===== config.mk =====
export PLATFORM = sky130hd
export DESIGN_NAME = sg_chain_walker
export DESIGN_NICKNAME = d
export VERILOG_FILES = /design/src/rtl/sgw_pkg.sv /design/src/rtl/sgw_launch_check.sv /design/src/rtl/sgw_beat_decode.sv /design/src/rtl/sgw_len_clamp.sv /design/src/rtl/sg_chain_walker.sv
export SDC_FILE = /design/constraint.sdc
export NUM_CORES = 1
export LEC_CHECK = 0
export CAP_MARGIN = 20
export CORE_ASPECT_RATIO = 0.8
export CORE_MARGIN = 8
export CORE_UTILIZATION = 47
export DETAILED_ROUTE_END_ITERATION = 8
export PLACE_DENSITY = 0.75
export SYNTH_ARGS = -nofsm -noshare
export SYNTH_HDL_FRONTEND = slang
export SYNTH_SLANG_ARGS = --single-unit

===== constraint.sdc =====
create_clock -name clk -period 4.4 [get_ports clk]
set_input_delay 0.66 -clock clk [delete_from_list [all_inputs] [get_ports clk]]
set_output_delay 0.66 -clock clk [all_outputs]
set_load 0.01 [all_outputs]

===== src/rtl/sgw_pkg.sv =====
package sgw_pkg;
    localparam int CODE_W = 6;

    localparam logic [CODE_W-1:0] CODE_OK        = 6'd0;
    localparam logic [CODE_W-1:0] CODE_SHORT_WR  = 6'd7;
    localparam logic [CODE_W-1:0] CODE_SHORT_RD  = 6'd8;
    localparam logic [CODE_W-1:0] CODE_TBL_ALIGN = 6'd16;
    localparam logic [CODE_W-1:0] CODE_CMD_ALIGN = 6'd24;

    typedef enum logic [1:0] {
        ST_IDLE,
        ST_REQ,
        ST_RSP,
        ST_SEG
    } walk_st_e;

    typedef enum logic [1:0] {
        LV_GO,
        LV_FAIL,
        LV_EMPTY
    } launch_e;
endpackage


===== src/rtl/sgw_launch_check.sv =====
module sgw_launch_check
    import sgw_pkg::*;
#(
    parameter int ADDR_W = 64,
    parameter int OFS_W  = 8,
    parameter int LEN_W  = 32
) (
    input  logic [ADDR_W-1:0] cmd_base_i,
    input  logic [OFS_W-1:0]  hdr_bytes_i,
    input  logic [LEN_W-1:0]  total_i,
    output logic [ADDR_W-1:0] tbl_base_o,
    output launch_e           verdict_o,
    output logic [CODE_W-1:0] code_o
);
    localparam int ALIGN_BITS = 3;

    always_comb begin
        tbl_base_o = cmd_base_i + ADDR_W'(hdr_bytes_i);
        verdict_o  = LV_GO;
        code_o     = CODE_OK;
        // header alignment outranks table alignment
        if (cmd_base_i[ALIGN_BITS-1:0] != '0) begin
            verdict_o = LV_FAIL;
            code_o    = CODE_CMD_ALIGN;
        end else if (tbl_base_o[ALIGN_BITS-1:0] != '0) begin
            verdict_o = LV_FAIL;
            code_o    = CODE_TBL_ALIGN;
        end else if (total_i == '0) begin
            verdict_o = LV_EMPTY;
        end
    end
endmodule


===== src/rtl/sgw_beat_decode.sv =====
module sgw_beat_decode #(
    parameter int ADDR_W = 64,
    parameter int LEN_W  = 32
) (
    input  logic [63:0]       beat_i,
    output logic [ADDR_W-1:0] addr_o,
    output logic [LEN_W-1:0]  cnt_o,
    output logic              last_o
);
    localparam int CNT_BITS  = 32;
    localparam int LAST_BIT  = 63;

    generate
        if (ADDR_W > 64) begin : g_addr_wide
            assign addr_o = {{(ADDR_W-64){1'b0}}, beat_i};
        end else begin : g_addr_narrow
            assign addr_o = beat_i[ADDR_W-1:0];
        end
        if (LEN_W > CNT_BITS) begin : g_cnt_wide
            assign cnt_o = {{(LEN_W-CNT_BITS){1'b0}}, beat_i[CNT_BITS-1:0]};
        end else begin : g_cnt_narrow
            assign cnt_o = beat_i[LEN_W-1:0];
        end
    endgenerate

    assign last_o = beat_i[LAST_BIT];
endmodule


===== src/rtl/sgw_len_clamp.sv =====
module sgw_len_clamp #(
    parameter int LEN_W = 32
) (
    input  logic [LEN_W-1:0] cnt_i,
    input  logic [LEN_W-1:0] remaining_i,
    output logic [LEN_W-1:0] take_o,
    output logic             take_zero_o
);
    always_comb begin
        take_o      = (cnt_i < remaining_i) ? cnt_i : remaining_i;
        take_zero_o = (take_o == '0);
    end
endmodule


===== src/rtl/sg_chain_walker.sv =====
module sg_chain_walker
    import sgw_pkg::*;
#(
    parameter int ADDR_W = 64,
    parameter int OFS_W  = 8,
    parameter int LEN_W  = 32
) (
    input  logic                clk,
    input  logic                rst_n,
    input  logic                start_i,
    input  logic [ADDR_W-1:0]   cmd_base_i,
    input  logic [OFS_W-1:0]    hdr_bytes_i,
    input  logic                dir_wr_i,
    input  logic [LEN_W-1:0]    total_i,
    output logic                busy_o,
    output logic                rd_req_valid_o,
    input  logic                rd_req_ready_i,
    output logic [ADDR_W-1:0]   rd_req_addr_o,
    input  logic                rd_rsp_valid_i,
    input  logic [63:0]         rd_rsp_data_i,
    output logic                seg_valid_o,
    input  logic                seg_ready_i,
    output logic [ADDR_W-1:0]   seg_addr_o,
    output logic [LEN_W-1:0]    seg_len_o,
    output logic                done_o,
    output logic [CODE_W-1:0]   err_code_o
);
    localparam logic [ADDR_W-1:0] WORD_STEP = ADDR_W'(8);

    typedef struct packed {
        walk_st_e           st;
        logic [ADDR_W-1:0]  fetch_addr;
        logic               beat;
        logic [ADDR_W-1:0]  seg_addr;
        logic [LEN_W-1:0]   seg_len;
        logic               last;
        logic [LEN_W-1:0]   remaining;
        logic               dir_wr;
        logic               done;
        logic [CODE_W-1:0]  code;
    } walk_regs_t;

    walk_regs_t q, d;

    logic [ADDR_W-1:0] tbl_base;
    launch_e           verdict;
    logic [CODE_W-1:0] launch_code;
    logic [ADDR_W-1:0] dec_addr;
    logic [LEN_W-1:0]  dec_cnt;
    logic              dec_last;
    logic [LEN_W-1:0]  take;
    logic              take_zero;
    logic [LEN_W-1:0]  rem_after;
    logic [CODE_W-1:0] short_code;

    sgw_launch_check #(
        .ADDR_W (ADDR_W),
        .OFS_W  (OFS_W),
        .LEN_W  (LEN_W)
    ) u_launch (
        .cmd_base_i  (cmd_base_i),
        .hdr_bytes_i (hdr_bytes_i),
        .total_i     (total_i),
        .tbl_base_o  (tbl_base),
        .verdict_o   (verdict),
        .code_o      (launch_code)
    );

    sgw_beat_decode #(
        .ADDR_W (ADDR_W),
        .LEN_W  (LEN_W)
    ) u_decode (
        .beat_i (rd_rsp_data_i),
        .addr_o (dec_addr),
        .cnt_o  (dec_cnt),
        .last_o (dec_last)
    );

    sgw_len_clamp #(
        .LEN_W (LEN_W)
    ) u_clamp (
        .cnt_i       (dec_cnt),
        .remaining_i (q.remaining),
        .take_o      (take),
        .take_zero_o (take_zero)
    );

    assign rem_after  = q.remaining - q.seg_len;
    assign short_code = q.dir_wr ? CODE_SHORT_WR : CODE_SHORT_RD;

    always_comb begin
        d      = q;
        d.done = 1'b0;
        unique case (q.st)
            ST_IDLE: begin
                if (start_i) begin
                    unique case (verdict)
                        LV_FAIL: begin
                            d.done = 1'b1;
                            d.code = launch_code;
                        end
                        LV_EMPTY: begin
                            d.done = 1'b1;
                            d.code = CODE_OK;
                        end
                        default: begin
                            d.st         = ST_REQ;
                            d.fetch_addr = tbl_base;
                            d.beat       = 1'b0;
                            d.remaining  = total_i;
                            d.dir_wr     = dir_wr_i;
                        end
                    endcase
                end
            end
            ST_REQ: begin
                if (rd_req_ready_i) begin
                    d.st = ST_RSP;
                end
            end
            ST_RSP: begin
                if (rd_rsp_valid_i) begin
                    d.fetch_addr = q.fetch_addr + WORD_STEP;
                    if (!q.beat) begin
                        d.seg_addr = dec_addr;
                        d.beat     = 1'b1;
                        d.st       = ST_REQ;
                    end else begin
                        d.beat    = 1'b0;
                        d.seg_len = take;
                        d.last    = dec_last;
                        if (!take_zero) begin
                            d.st = ST_SEG;
                        end else if (dec_last) begin
                            d.st   = ST_IDLE;
                            d.done = 1'b1;
                            d.code = short_code;
                        end else begin
                            d.st = ST_REQ;
                        end
                    end
                end
            end
            ST_SEG: begin
                if (seg_ready_i) begin
                    d.remaining = rem_after;
                    if (rem_after == '0) begin
                        d.st   = ST_IDLE;
                        d.done = 1'b1;
                        d.code = CODE_OK;
                    end else if (q.last) begin
                        d.st   = ST_IDLE;
                        d.done = 1'b1;
                        d.code = short_code;
                    end else begin
                        d.st = ST_REQ;
                    end
                end
            end
            default: d.st = ST_IDLE;
        endcase
    end

    always_ff @(posedge clk or negedge rst_n) begin
        if (!rst_n) begin
            q <= '{st: ST_IDLE, default: '0};
        end else begin
            q <= d;
        end
    end

    assign busy_o         = (q.st != ST_IDLE);
    assign rd_req_valid_o = (q.st == ST_REQ);
    assign rd_req_addr_o  = q.fetch_addr;
    assign seg_valid_o    = (q.st == ST_SEG);
    assign seg_addr_o     = q.seg_addr;
    assign seg_len_o      = q.seg_len;
    assign done_o         = q.done;
    assign err_code_o     = q.code;
endmodule


# == Word level (Yosys, flattened, before mapping) ==
# Index checks and enable logic that the tools add are counted.
# totals
reg_bits,204
out_inout_bits,170
# classes
add_sub_neg,3
magnitude_cmp,1
eq_ne,15
muxes,35
bitwise,2
n_reduce_logical,18
# op_table
cell,n
2-to-1 mux 164 bit,1
2-to-1 mux 67 bit,2
case mux 65 bit (2 select lines),1
logical NOT 32 bit,3
2-to-1 mux 33 bit,2
"adder 64 x 4 -> 64 bit, second input constant",1
adder 64 x 8 -> 64 bit,1
2-to-1 mux 32 bit,2
2-to-1 mux 64 bit,1
case mux 32 bit (2 select lines),1
2-to-1 mux 7 bit,7
2-to-1 mux 40 bit,1
< comparator 32 bit,1
subtractor 32 bit,1
case mux 7 bit (3 select lines),1
2-to-1 mux 2 bit,8
case mux 7 bit (2 select lines),1
"!= test 2 bit, second input constant",6
AND reduction 3 bit,3
AND reduction 9 bit,1
nonzero test 3 bit,3
case mux 2 bit (4 select lines),1
AND reduction 4 bit,2
"equality test 2 bit, second input constant",3
12 further kinds,20

# == Longest topological paths before layout ==
# depth
word_depth,9
ltp_mapped,16
ltp_nobuf,15

# == Hierarchy ==
# A second synthesis with hierarchy kept.
# hier_totals
cells_unflattened,1929
hier_area_um2,16706.0
# by_module_without_submodules
module,instances,cells_each,area_each_um2,seq_area_each_um2
sg_chain_walker,1,1412,12749.7,5104.9
sgw_launch_check,1,251,1737.9,0.0
sgw_len_clamp,1,169,1490.2,0.0
sgw_beat_decode,1,97,728.2,0.0

# == Worst setup path before layout ==
# No wires, ideal clock.
# synth_timing
path_type,register -> register
start,"register q, in the netlist seg_len_o[0]"
end,"register q, in the netlist err_code_o[3]"
setup_ps,87
arrival_ps,4126
required_time_ps,4313
setup_slack_ps,187
path_stages_with_launch,15
n_path_buf,0
cell_sequence,dfrtp_1 ha_1 inv_1 fa_1 a211oi_4 o31ai_4 o21bai_4 a2111oi_2 nor2_1 xnor2_1 or4_1 or4_1 or4_4 or3b_1 o211ai_1
# synth_via
elab_chain_len,5
elab_cells_between_ends,7
# synth_rtl
element,line_no,text
start: declaration,sg_chain_walker.sv:43,"walk_regs_t q, d;"
start signal: assignment,sg_chain_walker.sv:166,"q <= '{st: ST_IDLE, default: '0};"
start signal: assignment,sg_chain_walker.sv:168,q <= d;
subtractor 32 bit (*),sg_chain_walker.sv:88,assign rem_after = q.remaining - q.seg_len;
logical NOT 32 bit (*),sg_chain_walker.sv:147,if (rem_after == '0) begin
2-to-1 mux 7 bit,sg_chain_walker.sv:147,
2-to-1 mux 7 bit,sg_chain_walker.sv:145,if (seg_ready_i) begin
case mux 7 bit (3 select lines),sg_chain_walker.sv:94,unique case (q.st)
# Every way passes the cells marked *; elsewhere a longest branch is shown, timed or not. The select of a mux whose other input is x is not followed.
# A chain may end at the register's enable or synchronous reset.

# == Worst setup path in the final report ==
# layout_timing
start,register q[8] in the netlist's numbering
end,"register q, in the netlist err_code_o[3]"
# layout_via
elab_chain_len,5
elab_cells_between_ends,11
# layout_rtl
element,line_no
< comparator 32 bit / subtractor 32 bit (equally long branches),"sgw_len_clamp.sv:10, sg_chain_walker.sv:88"
2-to-1 mux 32 bit / logical NOT 32 bit (equally long branches),"sgw_len_clamp.sv:10, sg_chain_walker.sv:147"
logical NOT 32 bit / 2-to-1 mux 7 bit (equally long branches),"sgw_len_clamp.sv:11, sg_chain_walker.sv:147"
!= test 2 bit (no line) / 2-to-1 mux 7 bit (equally long branches),-
AND reduction 9 bit (no line) / case mux 7 bit (3 select lines) (equally long branches),-
# Parallel ways exist; a longest one is shown, timed or not. The select of a mux whose other input is x is not followed.

==> metrics <==
outcome completed; Worst Hold Class input port to async pin; CP Launch Type flop; Buf/Inv on CP 2; Post-layout nets 2282; Cell Int Power 0.00787 W; CP max stage delay 570 ps; FF-to-FF path depth 15; peak fanout along the critical path 3; first-pass GRT wire length 82200 um; post-synthesis sequential area ratio 32.6%; CP Cell Sequence inv_2 -> ha_4 -> inv_1 -> fa_2 -> a211oi_4 -> o31ai_4 -> o21bai_4 -> a2111oi_4 -> nor2_1 -> xnor2_1 -> or4_1 -> or4_4 -> or4_4 -> or3b_1 -> o211ai_1; top cell type's share of synthesized area 32.6%; core box area 32400 um^2; final setup vio count 0; most used cell, CP or4_4; HPWL after detailed placement 41200 um; fmax 233 MHz; sw frac 44.4%; CTS Hold Bufs 0; TritonCTS Buffers 24; root buffer cell clkbuf_16; die area 38900 um^2; grt total ovfl 0; Synth Flop Type dfrtp_1; Worst EP required 4850 ps; clock tree buffer depth 3; CP Capture Point err_code_o[3]; reg-to-reg slack, setup 110 ps; final core utilization 60.2%; Synth Instances 1812; TritonCTS Sinks 201; most common cell in the synthesized netlist dfrtp_1; CTS clk-pin slew, worst paths 60 ps; Max VDD drop 0.000439 V; top cells by count, synth dfrtp_1, nand2_1, buf_4, a21oi_1, o21ai_0; GRT Total Usage 26.5%; Levels on crit path 15; Area growth syn-to-layout 26.5%; syn avg cell area 8.51 um^2; Routed wire per std cell 21.4 um; origin of the worst setup path q[8]; share of cells above drive strength 1 11.8%; via/cell ratio 5.83; TritonCTS clock tree built; # port buffers 343; reg2reg end err_code_o[3]; # IOs 345; clock share of power 15.3%; H-tree depth 1; drt initial violations 1316; vias 14400; routability congestion estimate 0.978; ANT nets after route 0; critical setup path kind flop to flop; #FFs+latches synth 201; drt pass-1 iters 5; Psw 0.00629 W; fillers 2778; Die H 178 um; antenna violations before repair 2; Slew headroom 34.2%; setup TNS 0 ps; Post-Syn Area 15400 um^2; arrival time worst endpoint 4740 ps; crit end category flop; FP Rows 59; Power Dens Cells 726 nW/um^2; Yosys top cell by area dfrtp_1; final worst path period share 97.5%; Tmin final 4290 ps; Starting Density 47.6%; DRC Markers 0; Critical Path Slowest Stage Cell or4_4; top area cells in the synthesized netlist dfrtp_1, buf_4, ha_1; Post-synth EDFFs 0; Max Cap Violations 0; warnings from Yosys 0; delay-heaviest family, CP simple AND/OR/NAND/NOR gates; worst clock skew 11.1 ps; largest net degree at the start of global routing 106; count of different cell masters after synthesis 83; vias in the first global route 14100; asr flop ratio synth 100%; Hold Vio Cnt, Final 0; fin. max-slew vios 0; leakage 7.96 nW; drt total wl 53000 um; syn_nets 2065; power share of the combinational group 62.8%; Reg power frac 21.8%; Slew @ Worst Pin 978 ps; worst r2r src q[8]; Clk Latency, worst-skew pair 540 ps; Die X 218 um
==> routing by layer <==
| metal | vias to the layer above | GRT usage (%) | part of all wire [%] |
|---|---|---|---|
| li1 | 6757 | - | - |
| met1 | 6944 | 36.9 | 45 |
| met2 | 606 | 39.9 | 43 |
| met3 | 105 | 6.41 | 8.7 |
| met4 | 2 | 8.27 | 3.6 |
| met5 | - | 0 | 0.023 |
==> power by group through the flow <==
stage / sequential (W) / combinational (W) / clock [W]
6_report: 0.00309 / 0.00889 / 0.00217
5_1_grt: 0.00318 / 0.00962 / 0.00230
4_1_cts: 0.00308 / 0.00871 / 0.00221
3_5_place_dp: 0.00311 / 0.00862 / 0
3_3_place_gp: 0.00307 / 0.00856 / 0
2_1_floorplan: 0.00297 / 0.00562 / 0
==> cell type report <==
class | instances | area [um^2] | area share [%]
Tap cell | 427 | 534 | 2.74
Timing Repair Buffer | 434 | 4160 | 21.3
Clock inverter | 12 | 163 | 0.834
Inverter | 87 | 327 | 1.67
Multi-Input combinational cell | 1281 | 8610 | 44.1
Sequential cell | 201 | 5030 | 25.8
Clock buffer | 30 | 684 | 3.51
Antenna cell | 1 | 2.50 | 0.0128
==> worst min-delay path by stage <==
| stage | end | slack [ps] | cells after the start |
|---|---|---|---|
| finish | seg_addr_o[13] | 250 | 1 |
| global route | q[18] | 320 | 1 |
| CTS | seg_len_o[14] | 280 | 1 |
| detailed placement | rd_req_addr_o[2] | 470 | 1 |
| global placement | rd_req_addr_o[1] | 470 | 1 |
| floorplan | done_o | 360 | 0 |
==> metrics by stage <==
stage          cell area [um^2]  hold slack (ps)  setup slack (ps)  power, W  cells
2_1_floorplan             15400              364               187   0.00859   1812
3_3_place_gp              18500              468              52.8    0.0116   2426
3_5_place_dp              18500              473              -115    0.0117   2426
4_1_cts                   19400              285              4.81    0.0140   2468
5_1_grt                   19500              321             -2.13    0.0151   2473
6_report                  19500              249               108    0.0142   2473
==> repair_timing <==
action                                  in CTS  in global routing
pin swaps                                    2                  6
setup buffers                                0                  4
endpoints found under the setup margin       2                  3
gates resized for setup                      5                 11
==> layout by cell type, fill, tap and decap left out, drive strengths merged, types with 6 or more instances in the layout <==
| cell | netlist | routed |
|---|---|---|
| nor2 | 99 | 99 |
| a22oi | 6 | 6 |
| nand3 | 52 | 52 |
| o21a | 8 | 8 |
| ha | 76 | 76 |
| o21bai | 7 | 7 |
| nand2b | 9 | 9 |
| and4 | 12 | 12 |
| inv | 86 | 86 |
| a211oi | 10 | 10 |
| o21ai | 144 | 144 |
| o211ai | 10 | 10 |
| mux2i | 33 | 33 |
| or3 | 6 | 6 |
| xnor2 | 50 | 50 |
| nand4 | 28 | 28 |
| nor3 | 29 | 29 |
| clkbuf | 69 | 31 |
| nand2 | 183 | 183 |
| a21oi | 149 | 149 |
| o221ai | 13 | 13 |
| a31oi | 20 | 20 |
| mux2 | 67 | 67 |
| o22ai | 9 | 9 |
| dfrtp | 201 | 201 |
| and2 | 14 | 14 |
| clkdlybuf4s50 | 0 | 342 |
| buf | 174 | 91 |
| or4 | 6 | 6 |
| o311ai | 13 | 13 |
| nor3b | 41 | 41 |
| a21o | 9 | 9 |
| clkinv | 1 | 8 |
| xor2 | 41 | 41 |
| and3 | 34 | 34 |
| nor4 | 42 | 42 |
==> kinds of logic (layout without fill, tap and decap cells) <==
group / after synthesis / in the layout / synth area share [%]
AOI/OAI and AO/OA: 438 / 438 / 17.7
xor gates and xnor gates: 91 / 91 / 5.17
adders and majority gates: 78 / 78 / 6.43
buffers and inverters: 330 / 563 / 12.2
DFF: 201 / 201 / 32.6
muxes: 100 / 100 / 7.04
other: 1 / 2 / 0.0243
and+or+nand+nor: 573 / 573 / 18.8
==> flip-flops by register name, indices dropped and copies added (netlist names) <==
| name | count |
|---|---|
| err_code_o | 3 |
| seg_addr_o | 64 |
| rd_req_addr_o | 64 |
| done_o | 1 |
| seg_len_o | 32 |
| q | 37 |
(Power assumes the default switching activity.)
